`config.mk`:
```
export PLATFORM = sky130hd
export DESIGN_NAME = ro_puf_resp
export DESIGN_NICKNAME = d
export VERILOG_FILES = /design/src/rtl/ro_puf_pkg.sv /design/src/rtl/ro_puf_sync_rise.sv /design/src/rtl/ro_puf_edge_ctr.sv /design/src/rtl/ro_puf_seq.sv /design/src/rtl/ro_puf_resp.sv
export SDC_FILE = /design/constraint.sdc
export NUM_CORES = 1
export LEC_CHECK = 0
export BUFFER_PORTS_ARGS = -buffer_cell sky130_fd_sc_hd__buf_4
export CORE_MARGIN = 8
export CORE_UTILIZATION = 37
export CTS_CLUSTER_SIZE = 10
export DETAILED_ROUTE_END_ITERATION = 12
export PLACE_DENSITY_LB_ADDON = 0.2
export SETUP_SLACK_MARGIN = 0.02
export SLEW_MARGIN = 20
export SYNTH_ARGS = -nofsm -noshare
export SYNTH_HDL_FRONTEND = slang
export SYNTH_SLANG_ARGS = --single-unit
```
`constraint.sdc`:
```
create_clock -name clk -period 2.4 [get_ports clk]
set_clock_uncertainty 0.15 [all_clocks]
set_input_delay 0.48 -clock clk [delete_from_list [all_inputs] [get_ports clk]]
set_output_delay 0.48 -clock clk [all_outputs]
set_load 0.01 [all_outputs]
```
`src/rtl/ro_puf_pkg.sv`:
```
package ro_puf_pkg;

  typedef enum logic [2:0] {
    ST_IDLE = 3'd0,
    ST_SEEK = 3'd1,
    ST_RUN  = 3'd2,
    ST_CMP  = 3'd3,
    ST_DONE = 3'd4
  } puf_state_e;

  // Oscillator placed on the "top" side of pair p.
  function automatic int unsigned pair_top_idx(input int unsigned p);
    return p;
  endfunction

  // Partner oscillator, half the array away, for pair p.
  function automatic int unsigned pair_bot_idx(input int unsigned p, input int unsigned half);
    return p + half;
  endfunction

  // Result bit: top strictly faster than bottom.
  function automatic logic faster_top(input logic [31:0] n_top, input logic [31:0] n_bot);
    return n_top > n_bot;
  endfunction

  // Counts indistinguishable.
  function automatic logic counts_equal(input logic [31:0] n_top, input logic [31:0] n_bot);
    return n_top == n_bot;
  endfunction

  // A zero window length is promoted to a single cycle.
  function automatic logic [31:0] window_floor(input logic [31:0] w);
    return (w == 32'd0) ? 32'd1 : w;
  endfunction

endpackage

```
`src/rtl/ro_puf_sync_rise.sv`:
```
module ro_puf_sync_rise #(
  parameter int STAGES = 2
) (
  input  logic clk,
  input  logic rst_n,
  input  logic async_in,
  output logic rise
);

  logic [STAGES-1:0] sync_q;
  logic              last_q;

  always_ff @(posedge clk or negedge rst_n) begin
    if (!rst_n) begin
      sync_q <= '0;
      last_q <= 1'b0;
    end else begin
      sync_q <= {sync_q[STAGES-2:0], async_in};
      last_q <= sync_q[STAGES-1];
    end
  end

  assign rise = sync_q[STAGES-1] & ~last_q;

endmodule

```
`src/rtl/ro_puf_edge_ctr.sv`:
```
module ro_puf_edge_ctr #(
  parameter int CNT_W = 8
) (
  input  logic             clk,
  input  logic             rst_n,
  input  logic             clr,
  input  logic             inc,
  output logic [CNT_W-1:0] cnt
);

  logic at_max;
  assign at_max = &cnt;

  always_ff @(posedge clk or negedge rst_n) begin
    if (!rst_n) begin
      cnt <= '0;
    end else if (clr) begin
      cnt <= '0;
    end else if (inc && !at_max) begin
      cnt <= cnt + 1'b1;
    end
  end

endmodule

```
`src/rtl/ro_puf_seq.sv`:
```
module ro_puf_seq
  import ro_puf_pkg::*;
#(
  parameter int NUM_PAIRS = 4,
  parameter int WIN_W     = 16,
  parameter int LEN_W     = $clog2(NUM_PAIRS + 1)
) (
  input  logic                 clk,
  input  logic                 rst_n,
  input  logic                 start,
  input  logic [NUM_PAIRS-1:0] mask,
  input  logic [WIN_W-1:0]     win_len,
  input  logic                 res_bit,
  input  logic                 res_tie,
  output logic [LEN_W-1:0]     pair_idx,
  output logic                 win_open,
  output logic                 bit_valid,
  output logic                 ctr_clr,
  output logic                 busy,
  output logic                 done,
  output logic [NUM_PAIRS-1:0] response,
  output logic [LEN_W-1:0]     resp_len,
  output logic                 tie
);

  puf_state_e           state;
  logic [NUM_PAIRS-1:0] mask_q;
  logic [WIN_W-1:0]     win_q;
  logic [WIN_W-1:0]     win_ctr;
  logic [NUM_PAIRS-1:0] mask_shift;
  logic                 pair_hit;
  logic                 walk_end;
  logic [NUM_PAIRS-1:0] bit_word;

  assign mask_shift = mask_q >> pair_idx;
  assign pair_hit   = mask_shift[0];
  assign walk_end   = (pair_idx == LEN_W'(NUM_PAIRS));
  assign bit_word   = {{(NUM_PAIRS-1){1'b0}}, res_bit} << resp_len;

  always_ff @(posedge clk or negedge rst_n) begin
    if (!rst_n) begin
      state    <= ST_IDLE;
      mask_q   <= '0;
      win_q    <= '0;
      win_ctr  <= '0;
      pair_idx <= '0;
      response <= '0;
      resp_len <= '0;
      tie      <= 1'b0;
    end else begin
      case (state)
        ST_IDLE: begin
          if (start) begin
            mask_q   <= mask;
            win_q    <= WIN_W'(window_floor(32'(win_len)));
            pair_idx <= '0;
            response <= '0;
            resp_len <= '0;
            tie      <= 1'b0;
            state    <= ST_SEEK;
          end
        end
        ST_SEEK: begin
          if (walk_end) begin
            state <= ST_DONE;
          end else if (pair_hit) begin
            win_ctr <= win_q - 1'b1;
            state   <= ST_RUN;
          end else begin
            pair_idx <= pair_idx + 1'b1;
          end
        end
        ST_RUN: begin
          if (win_ctr == '0) begin
            state <= ST_CMP;
          end else begin
            win_ctr <= win_ctr - 1'b1;
          end
        end
        ST_CMP: begin
          response <= response | bit_word;
          resp_len <= resp_len + 1'b1;
          tie      <= tie | res_tie;
          pair_idx <= pair_idx + 1'b1;
          state    <= ST_SEEK;
        end
        ST_DONE: begin
          state <= ST_IDLE;
        end
        default: state <= ST_IDLE;
      endcase
    end
  end

  assign win_open  = (state == ST_RUN);
  assign bit_valid = (state == ST_CMP);
  assign ctr_clr   = (state == ST_SEEK);
  assign busy      = (state != ST_IDLE);
  assign done      = (state == ST_DONE);

endmodule

```
`src/rtl/ro_puf_resp.sv`:
```
module ro_puf_resp
  import ro_puf_pkg::*;
#(
  parameter int NUM_OSC     = 8,
  parameter int CNT_W       = 8,
  parameter int WIN_W       = 16,
  parameter int SYNC_STAGES = 2
) (
  input  logic                           clk,
  input  logic                           rst_n,
  input  logic                           start,
  input  logic [NUM_OSC/2-1:0]           mask,
  input  logic [WIN_W-1:0]               win_len,
  input  logic [NUM_OSC-1:0]             osc_in,
  output logic [NUM_OSC-1:0]             osc_en_n,
  output logic                           busy,
  output logic                           done,
  output logic [NUM_OSC/2-1:0]           response,
  output logic [$clog2(NUM_OSC/2+1)-1:0] resp_len,
  output logic                           tie
);

  localparam int HALF      = NUM_OSC / 2;
  localparam int NUM_PAIRS = HALF;
  localparam int SEL_W     = $clog2(NUM_OSC);
  localparam int LEN_W     = $clog2(NUM_PAIRS + 1);

  logic [NUM_OSC-1:0] rise_vec;
  logic [LEN_W-1:0]   pair_idx;
  logic [SEL_W-1:0]   top_sel;
  logic [SEL_W-1:0]   bot_sel;
  logic               win_open;
  logic               bit_valid;
  logic               ctr_clr;
  logic               rise_top;
  logic               rise_bot;
  logic [CNT_W-1:0]   cnt_top;
  logic [CNT_W-1:0]   cnt_bot;
  logic               res_bit;
  logic               res_tie;

  for (genvar g = 0; g < NUM_OSC; g++) begin : g_sync
    ro_puf_sync_rise #(.STAGES(SYNC_STAGES)) u_sync (
      .clk      (clk),
      .rst_n    (rst_n),
      .async_in (osc_in[g]),
      .rise     (rise_vec[g])
    );
  end

  assign top_sel  = SEL_W'(pair_top_idx(int'(pair_idx)));
  assign bot_sel  = SEL_W'(pair_bot_idx(int'(pair_idx), HALF));
  assign rise_top = rise_vec[top_sel];
  assign rise_bot = rise_vec[bot_sel];

  always_comb begin
    osc_en_n = '1;
    if (win_open) begin
      osc_en_n[top_sel] = 1'b0;
      osc_en_n[bot_sel] = 1'b0;
    end
  end

  ro_puf_edge_ctr #(.CNT_W(CNT_W)) u_ctr_top (
    .clk   (clk),
    .rst_n (rst_n),
    .clr   (ctr_clr),
    .inc   (win_open & rise_top),
    .cnt   (cnt_top)
  );

  ro_puf_edge_ctr #(.CNT_W(CNT_W)) u_ctr_bot (
    .clk   (clk),
    .rst_n (rst_n),
    .clr   (ctr_clr),
    .inc   (win_open & rise_bot),
    .cnt   (cnt_bot)
  );

  assign res_bit = faster_top(32'(cnt_top), 32'(cnt_bot));
  assign res_tie = counts_equal(32'(cnt_top), 32'(cnt_bot));

  ro_puf_seq #(
    .NUM_PAIRS (NUM_PAIRS),
    .WIN_W     (WIN_W),
    .LEN_W     (LEN_W)
  ) u_seq (
    .clk       (clk),
    .rst_n     (rst_n),
    .start     (start),
    .mask      (mask),
    .win_len   (win_len),
    .res_bit   (res_bit),
    .res_tie   (res_tie),
    .pair_idx  (pair_idx),
    .win_open  (win_open),
    .bit_valid (bit_valid),
    .ctr_clr   (ctr_clr),
    .busy      (busy),
    .done      (done),
    .response  (response),
    .resp_len  (resp_len),
    .tie       (tie)
  );

endmodule

```
---- Yosys cells after proc, flatten, opt, wreduce, memory -nomap -nowiden ----
Cells that the tools add are included.
word-level totals
  bits in registers ....................... 90
  input bits .............................. 31
  output and inout port bits .............. 18
cells by class
  add/subtract/negate cells ............... 7
  $lt $le $gt $ge ......................... 5
  equal/unequal tests ..................... 13
  shift operators ......................... 2
  muxes and demuxes ....................... 32
  bitwise operators ....................... 23
  reductions and logical operators ........ 22
operators by type and width
  cell                                                                           number
  16-bit two-way mux                                                             4
  8-bit two-way mux                                                              5
  16-bit zero test                                                               2
  16-bit one-hot mux with 2 select lines                                         1
  16-bit by 1-bit subtractor with 16-bit output (second input constant)          2
  3-bit two-way mux                                                              7
  8-bit by 1-bit adder with 8-bit output (second input constant)                 2
  8-bit NOT                                                                      2
  8-bit AND reduction                                                            2
  3-bit one-hot mux with 4 select lines                                          1
  1-bit bitwise AND                                                              10
  3-bit one-hot mux with 3 select lines                                          1
  8-bit bitwise AND                                                              1
  8-bit equality test                                                            1
  8-bit greater-than comparator                                                  1
  3-bit by 4-bit less-than comparator with 1-bit output (second input constant)  2
  2-bit inequality test (second input constant)                                  4
  1-bit NOT                                                                      8
  4-bit one-hot mux with 2 select lines                                          1
  4-bit AND reduction                                                            2
  2-bit nonzero test                                                             4
  3-bit by 1-bit adder with 3-bit output (second input constant)                 2
  1-bit binary-select mux with 3-bit select                                      2
  1-bit demux with 3-bit select                                                  2
  other kinds (21)                                                               35

---- Logic depth before layout (Yosys ltp) ----
  word-level depth ........................ 8
  mapped depth ............................ 10
  mapped depth without buffers ............ 8

---- By module ----
From an unflattened synthesis, not the netlist that was laid out.
unflattened totals
  cell total of the unflattened synthesis .. 529
  area, all modules ....................... 5113.7 um2
modules (own cells, without submodules)
  module            instances  cells an instance  area each (um2)  seq. area each (um2)
  ro_puf_seq        1          361                3052.9           1251.2
  ro_puf_edge_ctr   2          47                 505.5            200.2
  ro_puf_sync_rise  8          4                  88.8             75.1
  ro_puf_resp       1          42                 339.1            0.0

---- Least setup slack after synthesis ----
OpenSTA, ideal clock, no wires.
  path type ............................... reg2reg
  from .................................... register u_seq.state[0]
  to ...................................... register u_seq.win_ctr[6]
  library setup time ...................... 126 ps
  arrival time ............................ 2402 ps
  required time ........................... 2124 ps
  path slack .............................. -278 ps
  cell stages (with the launch flop) ...... 11
  period minus slack after synthesis ...... 2678 ps
  cells stage by stage .................... dfrtp_1 > buf_4 > nor3b_4 > buf_2 > buf_1 > mux2i_1 > ha_1 > a21boi_0 > o21ai_0 > a32oi_1 > o21ai_1
between the ends
  cells in the longest elaborated chain, start to end .. 3
ends and longest elaborated chain
  item                                                                                                                     line              source
  start, declared                                                                                                          ro_puf_seq.sv:26  puf_state_e state;
  start signal, assigned                                                                                                   ro_puf_seq.sv:42  state <= ST_IDLE;
  start signal, assigned                                                                                                   ro_puf_seq.sv:60  state <= ST_SEEK;
  start signal, assigned                                                                                                   ro_puf_seq.sv:65  state <= ST_DONE;
  3-bit by 1-bit equality test with 1-bit output / 3-bit by 2-bit equality test with 1-bit output (equally long branches)  ro_puf_seq.sv:51  case (state)
  2-bit by 1-bit inequality test with 1-bit output (no source line), or another cell as far along                          --
  4-bit AND reduction (no source line)                                                                                     --
  end signal, assigned                                                                                                     ro_puf_seq.sv:67  win_ctr <= win_q - 1'b1;
  end signal, assigned                                                                                                     ro_puf_seq.sv:77  win_ctr <= win_ctr - 1'b1;
  end, declared                                                                                                            ro_puf_seq.sv:29  logic [WIN_W-1:0] win_ctr;
Several ways; a longest one is shown, not always the timed one.
A chain may end at the register's enable or synchronous reset.

---- Worst setup path after layout ----
  from .................................... register u_seq.win_ctr[4]
  to ...................................... register u_seq.win_ctr[14]
between the ends
  cells in the longest elaborated chain, start to end .. 3
ends and longest elaborated chain
  item                                                                                      line
  16-bit by 1-bit subtractor with 16-bit output / 16-bit zero test (equally long branches)  ro_puf_seq.sv:77, ro_puf_seq.sv:74
  16-bit two-way mux / 2-bit inequality test (equally long branches)                        --
  16-bit one-hot mux with 2 select lines / 4-bit AND reduction (equally long branches)      --
Several ways; a longest one is shown, not always the timed one. The select of a mux whose other input is x is not followed.

==> impl_metrics.py <==
metrics = {
    "power": {
        "p_clk_share_pct": 22.2,
        "cellLeakagePower_nw": 2.548,
        "peakVddDrop_mv": 0.5221,
        "sequentialPowerShare_pct": 36.1,
        "pwr-share-comb_pct": 41.7,
        "p_sw_mw": 2.662,
        "total_power_mw": 6.569,
        "power-per-cell-area_nw_per_um2": 1134,
        "intPower_mw": 3.908,
        "swShare_pct": 40.52,
    },
    "timing": {
        "worst_pin_slew_ns": 0.7733,
        "setup_viol": 0,
        "tns_ns": 0,
        "layout_setup_ws_ns": 0.08172,
        "max_slew_margin_pct": 47.77,
        "final_max_slew_viol_count": 0,
        "fin_crit_ns": 2.318,
        "fin_crit_sh_pct": 96.60,
        "rsz0062_at_grt": "false",
        "finalHoldViolations": 0,
        "fmax_mhz": 431.4,
    },
    "yosys": {
        "synth_area_per_cell_um2": 9.377,
        "ys_seq_area_share_pct": 47.10,
        "synth_fp_nets": 555,
        "ys.flop_type": "dfrtp_1",
        "async_flop_share_pct": 100.0,
        "synth_warnings": 0,
        "netlist_area_um2": 4782,
        "synthCells": 510,
        "ys_ff_latch": 90,
        "synth.distinct_cells": 67,
        "synth_edf_count": 0,
    },
    "final_layout": {
        "layout.nets": 614,
        "mostFrequentLayoutCell": "nand2_1",
        "final_util_pct": 45.89,
        "drive_gt1_share_pct": 20.56,
        "final_cell_mix": "nand2_1 (98), dfrtp_1 (89), buf_4 (70), nor2_1 (40), o21ai_0 (27)",
        "diodes": 0,
        "area_growth_pct": 21.09,
    },
    "placed_design": {
        "globalplace.congestion": 0.8221,
        "hpwl_um": 8228,
        "portBuffers": 48,
        "preCtsSetupSlack_ns": 0.1154,
    },
    "run_status": {
        "status": "finished, final reports clean",
    },
    "clock_tree": {
        "cts_tree": "yes",
        "cts_buffers": 9,
        "path_clk_slew_ns": 0.07,
        "cts_buffer_depth": 2,
        "clkLatencyLatePin_ns": 0.34,
        "clockRootBuffer": "clkbuf_16",
        "h-tree-depth": 3,
        "cts_num_sinks": 90,
    },
    "global_routing": {
        "grt_overflow": 0,
        "grt_pass1_wl_um": 18750,
        "antenna_found_initial": 0,
        "grt_pass1_vias": 3701,
        "grt_max_degree": 38,
        "grt_usage_pct": 14.05,
    },
    "detailed_routing": {
        "wl_um": 11440,
        "drtIter0Drc": 226,
        "wl_per_cell_um": 15.34,
        "post-route-drc-count": 0,
        "ant_nets": 0,
        "vias_per_cell": 5.214,
        "first_pass_iters": 4,
        "num_vias": 3890,
    },
    "die": {
        "dieHeight_um": 129.7,
        "dieArea_um2": 16820,
        "start_util_pct": 37.89,
        "fp-row-count": 41,
        "io_pins": 49,
        "die_x_um": 129.7,
        "fp.coreArea_um2": 12620,
    },
    "critical_path": {
        "path_cells": "or4_4 -> nand4b_2 -> nand2_1 -> o22ai_1 -> and2_1 -> a211o_1",
        "cp.arrival_ns": 2.40,
        "cp_slowest_stage_delay_ns": 0.60,
        "worstPathMaxFanout": 5,
        "slowest_stage": "or4_4",
        "crit_type": "register to register",
        "worstSetupEndpointType": "register",
        "rr_worst_depth": 6,
        "startpoint_type": "register",
        "crit_required_ns": 2.48,
    },
    "min_path": {
        "holdPathStages": 1,
        "hp-class": "input pin to register",
    },
    "run": {
        "cap_violations": 0,
    },
}
## area by class of cell
cell class	count	area, um2
clock buffers	9	225.2
clock inverters	7	82.58
fillers	1249	6829
inverters	18	67.56
multi-input cells	375	2335
flip-flops and latches	90	2253
well taps	172	215.2
repair buffers	75	611.8
## metal layers
metal	GRT usage [%]	share of wire, %	up-vias
met5	0	0	-
met4	3.620	1.1	0
met3	3.410	4.2	12
met2	22.45	47	93
met1	18.65	47	1868
li1	-	-	1917
## power by group through the flow
stage | sequential [mW] | clock [mW] | combinational, mW
floorplan | 2.24 | 0 | 1.96
global placement | 2.38 | 0 | 2.56
detailed placement | 2.39 | 0 | 2.61
CTS | 2.36 | 1.50 | 2.64
global route | 2.43 | 1.56 | 3.03
finish | 2.37 | 1.46 | 2.74
## path summary, 6_finish.rpt
path	slack (ns)	end	start
setup / recovery	0.08	u_seq.win_ctr[14]	u_seq.win_ctr[4]
hold / removal	0.09	g_sync[1].u_sync.sync_q[0]	osc_in[1]
setup reg to reg	0.08	u_seq.win_ctr[14]	u_seq.win_ctr[4]
hold reg to reg	0.19	g_sync[4].u_sync.sync_q[1]	g_sync[4].u_sync.sync_q[0]
max in group asynchronous	0.99	u_seq.win_ctr[0]	rst_n
min in group asynchronous	0.48	g_sync[3].u_sync.sync_q[0]	rst_n
## stage by stage
stage,hold slack (ns),cells,area [um2]
4_1_cts,0.07629,740,5699
5_1_grt,0.07030,746,5791
2_1_floorplan,0.03441,510,4815
3_3_place_gp,0.1827,723,5375
3_5_place_dp,0.1847,723,5375
6_report,0.08903,746,5791
## cells in the mapped netlist (3+ instances only)
cell,count,share of area [%]
or3_1,5,0.65
dfrtp_1,90,47
a31oi_1,5,0.65
nand2_1,98,7.7
a32o_1,4,0.84
and2_1,5,0.65
nand4_1,3,0.39
o22ai_1,3,0.39
buf_2,4,0.42
ha_1,14,3.7
a22oi_1,3,0.47
o21ai_0,28,2.9
nand3_1,16,1.7
a21oi_1,16,1.7
mux2i_1,9,1.9
nor2b_1,12,1.6
clkbuf_1,12,0.94
nand2b_1,3,0.39
buf_4,7,1.1
o31ai_1,3,0.47
a22o_1,3,0.55
a21o_1,5,0.79
o21ai_1,6,0.63
o21a_1,4,0.63
nor3_1,18,1.9
buf_6,3,0.71
inv_1,18,1.4
nor4_1,14,1.8
xnor2_1,12,2.2
mux4_2,3,1.4
nor2_1,40,3.1
## flip-flops by register name, indices dropped and copies added, names as in the netlist, 4 cells and up
name                  cells
u_seq.win_ctr            16
u_seq.mask_q              4
g_sync.u_sync.sync_q     16
g_sync.u_sync.last_q      8
u_seq.win_q              16
u_seq.response            4
u_ctr_top.cnt             8
u_ctr_bot.cnt             8
## worst max-delay path, delay by kind of cell, from the launching register on
| kind | cells | cell delay [ns] |
|---|---|---|
| AOI/OAI and AO/OA | 2 | 0.33 |
| and+or+nand+nor | 4 | 1.30 |
| DFF | 1 | 0.43 |
## cell families (layout without fill, tap and decap cells)
logic type | Yosys count | count (layout) | synth area share (%)
buf+inv | 45 | 109 | 4.657
mux | 14 | 14 | 4.055
simple gates | 234 | 234 | 24.31
xor+xnor | 13 | 13 | 2.381
compound gates | 100 | 100 | 13.84
fa+ha+maj | 14 | 14 | 3.663
flops | 90 | 90 | 47.10
## what timing repair did
action,CTS,global route
setup buffers,0,5
cloned,0,1
endpoints found under the hold margin,34,0
pin swaps,0,5
hold buffers,1,0
setup endpoints to repair,8,10
gates resized for setup,2,10
(Power assumes the default switching activity.)
